<file path="src/rtl/cam_word_packer.sv">
module cam_word_packer #(
  parameter int IN_W       = 16,
  parameter int OUT_W      = 32,
  parameter int NARROW_W   = 8,
  parameter int NARROW_LSB = 2
) (
  input  logic             clk,
  input  logic             rst,
  input  logic             frame_start,
  input  logic             wide_mode,
  input  logic             in_valid,
  input  logic [IN_W-1:0]  in_data,
  input  logic             fifo_full,
  output logic             wr_en,
  output logic [OUT_W-1:0] wr_data,
  output logic             overflow
);
  localparam int NARROW_LANES = OUT_W / NARROW_W;
  localparam int WIDE_LANES   = OUT_W / IN_W;
  localparam int LANE_W       = $clog2(NARROW_LANES);

  logic              wide_q;
  logic [LANE_W-1:0] lane_q;
  logic [OUT_W-1:0]  acc_q;

  logic              eff_wide;
  logic [LANE_W-1:0] base_lane;
  logic [OUT_W-1:0]  base_acc;
  logic [OUT_W-1:0]  merged;
  logic              last;

  assign eff_wide  = frame_start ? wide_mode : wide_q;
  assign base_lane = frame_start ? '0 : lane_q;
  assign base_acc  = frame_start ? '0 : acc_q;
  assign last      = eff_wide ? (int'(base_lane) == WIDE_LANES - 1)
                              : (int'(base_lane) == NARROW_LANES - 1);

  always_comb begin
    merged = base_acc;
    if (eff_wide)
      merged[int'(base_lane)*IN_W +: IN_W] = in_data;
    else
      merged[int'(base_lane)*NARROW_W +: NARROW_W] = in_data[NARROW_LSB +: NARROW_W];
  end

  always_ff @(posedge clk) begin
    if (rst) begin
      wide_q   <= 1'b0;
      lane_q   <= '0;
      acc_q    <= '0;
      wr_en    <= 1'b0;
      wr_data  <= '0;
      overflow <= 1'b0;
    end else begin
      wr_en <= 1'b0;
      if (frame_start) begin
        wide_q <= wide_mode;
        lane_q <= '0;
        acc_q  <= '0;
      end
      if (in_valid) begin
        if (last) begin
          lane_q  <= '0;
          acc_q   <= '0;
          wr_en   <= !fifo_full;
          wr_data <= merged;
          if (fifo_full) overflow <= 1'b1;
        end else begin
          lane_q <= base_lane + LANE_W'(1);
          acc_q  <= merged;
        end
      end
    end
  end
endmodule


</file>
<file path="config.mk">
export PLATFORM = sky130hd
export DESIGN_NAME = cam_word_packer
export DESIGN_NICKNAME = d
export VERILOG_FILES = /design/src/rtl/cam_word_packer.sv
export SDC_FILE = /design/constraint.sdc
export NUM_CORES = 1
export LEC_CHECK = 0
export ABC_AREA = 0
export CAP_MARGIN = 30
export CORE_UTILIZATION = 45
export CTS_CLUSTER_SIZE = 24
export DETAILED_ROUTE_END_ITERATION = 10
export PLACE_DENSITY = 0.69
export SLEW_MARGIN = 20
export SYNTH_ARGS = -nofsm -noshare
export SYNTH_HDL_FRONTEND = slang
export SYNTH_SLANG_ARGS = --single-unit
</file>
<file path="constraint.sdc">
create_clock -name clk -period 6.1 [get_ports clk]
set_input_delay 1.22 -clock clk [delete_from_list [all_inputs] [get_ports clk]]
set_output_delay 1.22 -clock clk [all_outputs]
set_load 0.02 [all_outputs]
</file>
## Word-level counts from Yosys, hierarchy flattened

Index checks and enable logic that the tools add are counted.

| word-level totals | value |
|---|---|
| flip-flop bits (word level) | 69 |
| bits in latches | 0 |
| RAM bits | 0 |
| bits in read-only memories | 0 |
| input bits | 22 |
| output and inout port bits | 34 |
| memories kept | 0 |

| operators by class | value |
|---|---|
| add/subtract/negate cells | 3 |
| $mul | 0 |
| div/mod/pow operators | 0 |
| $lt $le $gt $ge | 0 |
| eq/ne operators | 2 |
| shifts and indexed selects | 4 |
| muxes and demuxes | 11 |
| bitwise logic cells | 2 |
| reductions and logical operators | 4 |

Operator list:

| cell | count |
|---|---|
| 32-bit 2-to-1 mux | 4 |
| 32-bit bitwise mux | 2 |
| 5-bit negation with 33-bit output | 1 |
| 6-bit negation with 33-bit output | 1 |
| 16-bit by 33-bit variable shift with 32-bit output (first input constant) | 1 |
| 8-bit by 33-bit variable shift with 32-bit output (first input constant) | 1 |
| 16-bit by 33-bit variable part select with 32-bit output | 1 |
| 8-bit by 33-bit variable part select with 32-bit output | 1 |
| 2-bit 2-to-1 mux | 3 |
| 3-bit AND reduction | 1 |
| 3-bit OR reduction | 1 |
| 2-bit by 1-bit adder with 2-bit output (second input constant) | 1 |
| 2-bit by 1-bit == test with 1-bit output (second input constant) | 1 |
| 2-bit == test (second input constant) | 1 |
| 1-bit 2-to-1 mux | 2 |
| 1-bit NOT | 2 |
| 2-bit AND reduction | 1 |
| 1-bit zero test | 1 |

## Depth between registers and ports, before layout

Gate-level depths: netlist of run 1.

| depth | value |
|---|---|
| depth in word-level cells | 7 |
| gate-level depth with buffers | 10 |

## Worst setup path before layout of run 1

OpenSTA, ideal clock, no wires.

| timing path | value |
|---|---|
| kind | input to register |
| start | input port frame_start |
| end | register acc_q[26] |
| data arrival time | 3090 ps |
| data required time | 6041 ps |
| slack | 2951 ps |
| cell stages on the path | 9 |
| path buffers | 3 |
| path through | nand2b_2 -> clkbuf_1 -> ha_1 -> nor4bb_1 -> clkbuf_1 -> buf_4 -> nand3_1 -> a22oi_1 -> a22o_1 |

| on the way | value |
|---|---|
| cells in the longest elaborated chain, start to end | 7 |
| elaborated cells on any way between the ends | 17 |
| those cells by class | add/sub: 2; eq/ne: 2; shift: 4; mux: 9 |

Ends and longest elaborated chain:

| what | line | source |
|---|---|---|
| from (decl) | 9 | `input logic frame_start,` |
| 2-bit 2-to-1 mux | - |  |
| 6-bit negation with 33-bit output / 5-bit negation with 33-bit output (equally long branches) | 41, 43 |  |
| 16-bit by 33-bit variable part select with 32-bit output (tied with other cells) | 41 | `merged[int'(base_lane)*IN_W +: IN_W] = in_data;` |
| 32-bit bitwise mux (on tied branches) | 41, 43 |  |
| 32-bit 2-to-1 mux | 40 | `if (eff_wide)` |
| 32-bit 2-to-1 mux | 62 | `if (last) begin` |
| 32-bit 2-to-1 mux * | 61 | `if (in_valid) begin` |
| to (signal assigned) | 70 | `acc_q <= merged;` |
| to (decl) | 24 | `logic [OUT_W-1:0] acc_q;` |

Every way passes the cells marked *; elsewhere a longest branch is shown, timed or not.
A chain may end at the register's enable or synchronous reset.

## Worst setup path after layout of run 1

| timing path | value |
|---|---|
| start | input port frame_start |
| end | register acc_q[25] |

The elaborated chain is that of the path after synthesis.

==> results of run 1 <==
## worst max path at each step
stage / slack, ns / from / endpoint / cells past startpoint
3_3_place_gp: 1.34 / frame_start / acc_q[7] / 7
6_report: 1.75 / frame_start / acc_q[25] / 8
4_1_cts: 1.83 / frame_start / wr_data[30] / 8
5_1_grt: 1.55 / frame_start / acc_q[25] / 8
3_5_place_dp: 1.47 / frame_start / wr_data[26] / 8
2_1_floorplan: 2.95 / frame_start / acc_q[26] / 9
## final cells by class
| cell class | count | area [µm²] | area share, % |
|---|---|---|---|
| inverter | 4 | 15.0 | 0.343 |
| sequential | 69 | 1380 | 31.6 |
| multi-input combinational | 313 | 2010 | 46.0 |
| clock inverter | 5 | 57.6 | 1.32 |
| timing repair buffer | 64 | 629 | 14.4 |
| clock buffer | 11 | 151 | 3.46 |
| tap | 102 | 128 | 2.92 |
## worst max-delay path, stage by stage
cell                              delay [ns]
sky130_fd_sc_hd__clkdlybuf4s50_1        0.69
sky130_fd_sc_hd__nand2b_2               0.49
sky130_fd_sc_hd__inv_2                  0.38
sky130_fd_sc_hd__ha_1                   0.49
sky130_fd_sc_hd__nor4b_2                0.74
sky130_fd_sc_hd__nand3_1                0.20
sky130_fd_sc_hd__a22o_1                 0.27
sky130_fd_sc_hd__o21ai_1                0.14
## power breakdown
part,internal (mW),switching (mW),leakage [nW]
sequential,0.464,0.0105,0.560
combinational,0.0620,0.0871,0.918
clock,0.212,0.183,0.110
## sequential cells by signal, indices dropped and copies added (netlist names)
| name | cells |
|---|---|
| acc_q | 32 |
| lane_q | 2 |
| wr_data | 32 |
| wide_q | 1 |
| overflow | 1 |
| wr_en | 1 |
## cell families after synthesis
family | after synthesis
multiplexers | 4
AO/OA/AOI/OAI | 151
buffers and inverters | 39
adder cells (fa/ha/maj) | 5
AND/OR/NAND/NOR | 150
XOR/XNOR | 3
flip-flops | 69
## routing by layer
| metal | vias up | routed length (µm) | GRT usage [%] |
|---|---|---|---|
| met2 | 152 | 4930 | 42.4 |
| met4 | 0 | 257 | 11.4 |
| li1 | 1626 | - | - |
| met3 | 30 | 641 | 4.38 |
| met5 | - | 0 | 0 |
| met1 | 1627 | 4630 | 33.2 |
## per-stage QoR
step                total power, mW  instance area [µm²]  std cells  hold WS, ns
floorplan                     0.579                 3550        421        0.430
global placement              0.625                 4130        549        0.440
detailed placement            0.630                 4160        551        0.447
CTS                            1.02                 4370        567        0.457
global route                   1.06                 4380        568        0.481
finish                         1.02                 4380        568        0.457
## cells in the mapped netlist
| library cell | instances | share of area (%) |
|---|---|---|
| sky130_fd_sc_hd__a21boi_0 | 1 | 0.21 |
| sky130_fd_sc_hd__o2bb2a_1 | 2 | 0.56 |
| sky130_fd_sc_hd__nor4bb_1 | 1 | 0.28 |
| sky130_fd_sc_hd__nor2_1 | 12 | 1.3 |
| sky130_fd_sc_hd__o22ai_1 | 2 | 0.35 |
| sky130_fd_sc_hd__nand3b_1 | 1 | 0.21 |
| sky130_fd_sc_hd__a21oi_1 | 17 | 2.4 |
| sky130_fd_sc_hd__buf_2 | 8 | 1.1 |
| sky130_fd_sc_hd__a22o_1 | 34 | 8.4 |
| sky130_fd_sc_hd__and3_1 | 3 | 0.53 |
| sky130_fd_sc_hd__o22a_1 | 2 | 0.49 |
| sky130_fd_sc_hd__nand2_1 | 23 | 2.4 |
| sky130_fd_sc_hd__nor3_1 | 2 | 0.28 |
| sky130_fd_sc_hd__or4b_1 | 6 | 1.7 |
| sky130_fd_sc_hd__nand3_1 | 40 | 5.6 |
| sky130_fd_sc_hd__o21a_1 | 1 | 0.21 |
| sky130_fd_sc_hd__o21ai_1 | 10 | 1.4 |
| sky130_fd_sc_hd__mux2i_1 | 4 | 1.1 |
| sky130_fd_sc_hd__or2_2 | 1 | 0.18 |
| sky130_fd_sc_hd__inv_1 | 3 | 0.32 |
| sky130_fd_sc_hd__ha_1 | 5 | 1.8 |
| sky130_fd_sc_hd__dfxtp_1 | 69 | 39 |
| sky130_fd_sc_hd__nand2b_2 | 1 | 0.25 |
| sky130_fd_sc_hd__buf_4 | 1 | 0.21 |
| sky130_fd_sc_hd__a32oi_1 | 6 | 1.5 |
| sky130_fd_sc_hd__o21ai_0 | 47 | 6.6 |
| sky130_fd_sc_hd__inv_2 | 1 | 0.11 |
| sky130_fd_sc_hd__xnor2_1 | 2 | 0.49 |
| sky130_fd_sc_hd__nor2b_1 | 46 | 8.1 |
| sky130_fd_sc_hd__xor2_1 | 1 | 0.25 |
| sky130_fd_sc_hd__a22oi_1 | 10 | 2.1 |
| sky130_fd_sc_hd__buf_6 | 1 | 0.32 |
| sky130_fd_sc_hd__nor4b_2 | 1 | 0.42 |
| sky130_fd_sc_hd__a211oi_1 | 1 | 0.21 |
| sky130_fd_sc_hd__nor4b_1 | 2 | 0.49 |
| sky130_fd_sc_hd__clkbuf_1 | 25 | 2.6 |
| sky130_fd_sc_hd__nand2b_1 | 10 | 1.8 |
| sky130_fd_sc_hd__and2_1 | 1 | 0.18 |
| sky130_fd_sc_hd__o2bb2ai_1 | 18 | 4.4 |
==> reports/qor.yml, run 1 <==
finalSetupViolations: 0
drt_first_iter_violations: 226
total_leakage_power_nw: 1.59
r2r_cells: 7
synth_fa_ha_area_share_pct: 1.76
vias: 3435
cts_made_buffers: 9
ctsResizeCount: 0
worstReg2RegEnd: "acc_q[25]"
cts_tree: "done"
post_cts_buffers: 0
detailedPlace.worstSlack_ns: 1.47
top_achievable_clock_speed_ghz: 0.230
cts_hold_buf: 0
status: "finished clean"
layout_worst_path_cycle_share_pct: 71.4
routed_wirelength_um: 10500
reg2reg_setup_slack_ns: 3.16
yosys_warnings: 0
postSynthNetCount: 448
count_of_nets_after_finishing: 488
post-route-util_pct: 56.9
cts.sinks: 69
hold_wc_startpoint: "wr_data[7]"
detailed_place_hpwl_um: 6900
cp.arrival_ns: 4.64
rows: 32
grt_usage_pct: 25.8
min_delay_worst_endpoint: "wr_data[7]"
worst_hold_path.num_cells: 2
timing_hold_violations_final: 0
detailedRoute.firstPassIterationCount: 7
setup.worst_path.start_class: "primary input"
post_synth_xor_area_fraction_pct: 0.741
synth.ff_latch_count: 69
maxSlewHeadroom_pct: 42.4
core_um2: 7690
initial_utilization_pct: 46.1
sort_of_element_at_the_end_of_the_critical_path: "flip-flop"
clkLatencyLatePin_ns: 0.35
worst_ep_required_time_ns: 6.38
path_clk_slew_ns: 0.08
diodes: 0
number_of_remaining_drc_errors: 0
antenna_left: 0
post_synth_inst_count: 421
synth_compound_gate_area_share_pct: 28.9
gp_congestion: 0.867
max-clock-path-buffers: 2
io-pin-count: 56
port_buffers: 55
power.density_nw_per_um2: 233
timing.hold.worst.class: "flip-flop to flip-flop"
crit_path_max_fanout: 23
grt-ovfl-total: 0
synthDistinctLibCells: 39
drv_slew: 0
antenna_violations_before_repair: 0
synth_top_family_by_area: "compound AO/OA/AOI/OAI gates"
filler_cell_count: 721
muxShareOfSynthArea_pct: 1.13
grt_pass1_vias: 3314
rsz0062_at_grt: "no"
max_slew.worst_pin.slew_ns: 0.864
max_cap_violations: 0
route.detailed.vias_per_inst: 6.05
sequential_fraction_of_the_synthesis_area_pct: 39.0
post-route-worst-setup-slack_ns: 1.75
dieArea_um2: 8240
floorplan.die.height_um: 90.8
final_cell_mix: "69 x sky130_fd_sc_hd__dfxtp_1, 55 x sky130_fd_sc_hd__clkdlybuf4s50_1, 47 x sky130_fd_sc_hd__o21ai_0"
cts_h_tree_lvls: 3
final_layout_size_suffix_gt1_share_pct: 6.65
post_synth_instance_area_um2: 3550
most_common_cell_after_layout_fill_and_taps_aside: "sky130_fd_sc_hd__dfxtp_1"
vdd_ir_drop_max_v: 0.000127
criticalPathCategory: "primary input to flip-flop"
die_w_um: 90.8
areaGrowthSynthToFinish_pct: 23.4
clk_root_buffer_cell: "sky130_fd_sc_hd__clkbuf_8"
tns_ns: 0
detail_route.wl_per_cell_um: 18.4
finalClockSkew_ns: 0.00724
syn-mean-instance-area_um2: 8.42
post_synth_and_or_nand_nor_area_fraction_pct: 23.7
final_period_minus_worst_setup_slack_ns: 4.35
r2r-start: "lane_q[0]"
grt_first_pass_wirelength_um: 16900
pin_count_of_the_biggest_net_entering_global_routing: 34
No activity file was read; power rests on OpenSTA's default activity.
==> run 2: changes to the inputs <==
PLACE_DENSITY = 0.71   (was 0.69)
clock period = 3.87 ns   (was 6.1 ns; I/O delays follow)
==> run 2 against run 1 <==
Effect of this change:
- non-clock buffer count rose by 6
- global-route usage shrank 1.2 points
- power increased by 52%
- critical path depth increased by 1
- utilization grew 0.13 points
- largest power group unchanged
==> reports/qor.yml, run 2 (synthesis results as in run 1) <==
series_of_cell_instances_along_the_critical_path: "clkdlybuf4s50_1 -> nand2b_2 -> inv_2 -> ha_1 -> buf_4 -> nand2b_1 -> a21oi_1 -> o2bb2a_1 -> a22o_1"
final_period_minus_worst_setup_slack_ns: 2.94
cts_made_buffers: 9
total_leakage_power_nw: 1.60
timing_hold_violations_final: 0
tns_ns: 0
drt_first_iter_violations: 222
timing.hold.worst.class: "flip-flop to flip-flop"
path_clk_slew_ns: 0.08
gp_congestion: 0.921
grt-ovfl-total: 0
cts_tree: "done"
top_achievable_clock_speed_ghz: 0.340
antenna_left: 0
vias: 3383
most_common_cell_after_layout_fill_and_taps_aside: "sky130_fd_sc_hd__dfxtp_1"
cp-startpoint: "frame_start"
largestRegisters: "acc_q (32), wr_data (32), lane_q (2)"
filler_cell_count: 728
final_layout_size_suffix_gt1_share_pct: 7.63
io-pin-count: 56
routed_wirelength_um: 9650
finalClockSkew_ns: 0.0103
floorplan.die.height_um: 90.8
port_buffers: 55
clkLatencyLatePin_ns: 0.34
rsz0062_at_grt: "no"
cp.depth: 9
drv_slew: 0
detailed_place_hpwl_um: 6800
status: "finished clean"
total_power_mw: 1.55
max-clock-path-buffers: 2
power.density_nw_per_um2: 354
finalSetupViolations: 0
detailedRoute.firstPassIterationCount: 5
reg2reg_setup_slack_ns: 1.47
rows: 32
max_slew.worst_pin.slew_ns: 0.807
ctsResizeCount: 0
antenna_violations_before_repair: 0
cp.arrival_ns: 3.17
path_buf_inv: 3
r2r-start: "lane_q[0]"
areaGrowthSynthToFinish_pct: 23.7
count_of_nets_after_finishing: 494
cts.sinks: 69
route.detailed.vias_per_inst: 5.89
initial_utilization_pct: 46.1
number_of_remaining_drc_errors: 0
crit_path_max_fanout: 28
cts_h_tree_lvls: 3
slowest_stage: "sky130_fd_sc_hd__clkdlybuf4s50_1"
cpLargestDelayFamily: "buffers and inverters"
clk_root_buffer_cell: "sky130_fd_sc_hd__clkbuf_8"
vdd_ir_drop_max_v: 0.000255
crit_path_end: "wr_data[9]"
worstReg2RegEnd: "wr_data[9]"
pin_count_of_the_biggest_net_entering_global_routing: 29
grt_pass1_vias: 3204
dieArea_um2: 8240
final_cell_mix: "69 x sky130_fd_sc_hd__dfxtp_1, 55 x sky130_fd_sc_hd__clkdlybuf4s50_1, 47 x sky130_fd_sc_hd__o21ai_0"
max_cap_violations: 0
maxSlewHeadroom_pct: 46.2
cp_slowest_stage_delay_ns: 0.42
cts_hold_buf: 0
grt_first_pass_wirelength_um: 16200
core_um2: 7690
r2r_cells: 8
detail_route.wl_per_cell_um: 16.8
layout_worst_path_cycle_share_pct: 76.0
sort_of_element_at_the_end_of_the_critical_path: "flip-flop"
grt_usage_pct: 24.7
setup.worst_path.start_class: "primary input"
diodes: 0
die_w_um: 90.8
post_cts_buffers: 0
criticalPathCategory: "primary input to flip-flop"
worst_ep_required_time_ns: 4.10
run 2: cell types whose count changed in the layout (fill, tap and decap cells not counted), sizes merged:
cell,before,now
buf,9,15
clkinvlp,0,2
clkbuf,11,10
inv,5,4
run 2: power by group:
part	internal (mW)	switching [mW]	total (mW)	leakage (nW)
clock network	0.297	0.277	0.574	0.0923
registers	0.732	0.0164	0.748	0.560
logic	0.0989	0.131	0.230	0.943
run 2: worst min-delay path by stage:
stage / startpoint / endpoint / slack (ns) / cells after the start
3_5_place_dp: acc_q[6] / acc_q[6] / 0.45 / 1
6_report: wr_data[7] / wr_data[7] / 0.46 / 2
4_1_cts: wr_data[7] / wr_data[7] / 0.46 / 2
3_3_place_gp: wr_data[0] / wr_data[0] / 0.44 / 2
5_1_grt: wr_data[4] / wr_data[4] / 0.47 / 2
2_1_floorplan: acc_q[29] / acc_q[29] / 0.43 / 2
run 2: layout make-up:
| cell class | count | area [µm²] | area share (%) |
|---|---|---|---|
| Clock inverter | 6 | 63.8 | 1.45 |
| Tap cell | 102 | 128 | 2.91 |
| Timing Repair Buffer | 70 | 663 | 15.1 |
| Sequential cell | 69 | 1380 | 31.5 |
| Inverter | 4 | 15.0 | 0.342 |
| Multi-Input combinational cell | 313 | 2010 | 45.8 |
| Clock buffer | 10 | 128 | 2.91 |
run 2: worst reg2reg max path: cells and delay by family, from the launching register on:
kind	cells	cell delay [ns]
adders and majority gates	1	0.25
and+or+nand+nor	2	0.40
buffers and inverters	2	0.64
DFF	1	0.43
AOI/OAI and AO/OA	3	0.59
run 2: metal layers:
layer  vias up  GRT usage (%)  wire length [µm]
met5         -              0                 0
met4         0           10.1               243
met3        25           4.55               552
met2       133           40.0              4540
met1      1593           32.2              4320
li1       1632              -                 -
run 2: metrics by stage:
| step | std cells | hold slack (ns) | worst slack (ns) | utilization [%] | instance area, µm² |
|---|---|---|---|---|---|
| floorplan | 421 | 0.430 | 1.17 | - | 3550 |
| global placement | 558 | 0.441 | 0.680 | 54.6 | 4200 |
| detailed placement | 558 | 0.446 | 0.612 | 54.6 | 4200 |
| CTS | 574 | 0.458 | 0.953 | 57.1 | 4390 |
| global route | 574 | 0.471 | 0.742 | 57.1 | 4390 |
| finish | 574 | 0.455 | 0.930 | 57.1 | 4390 |
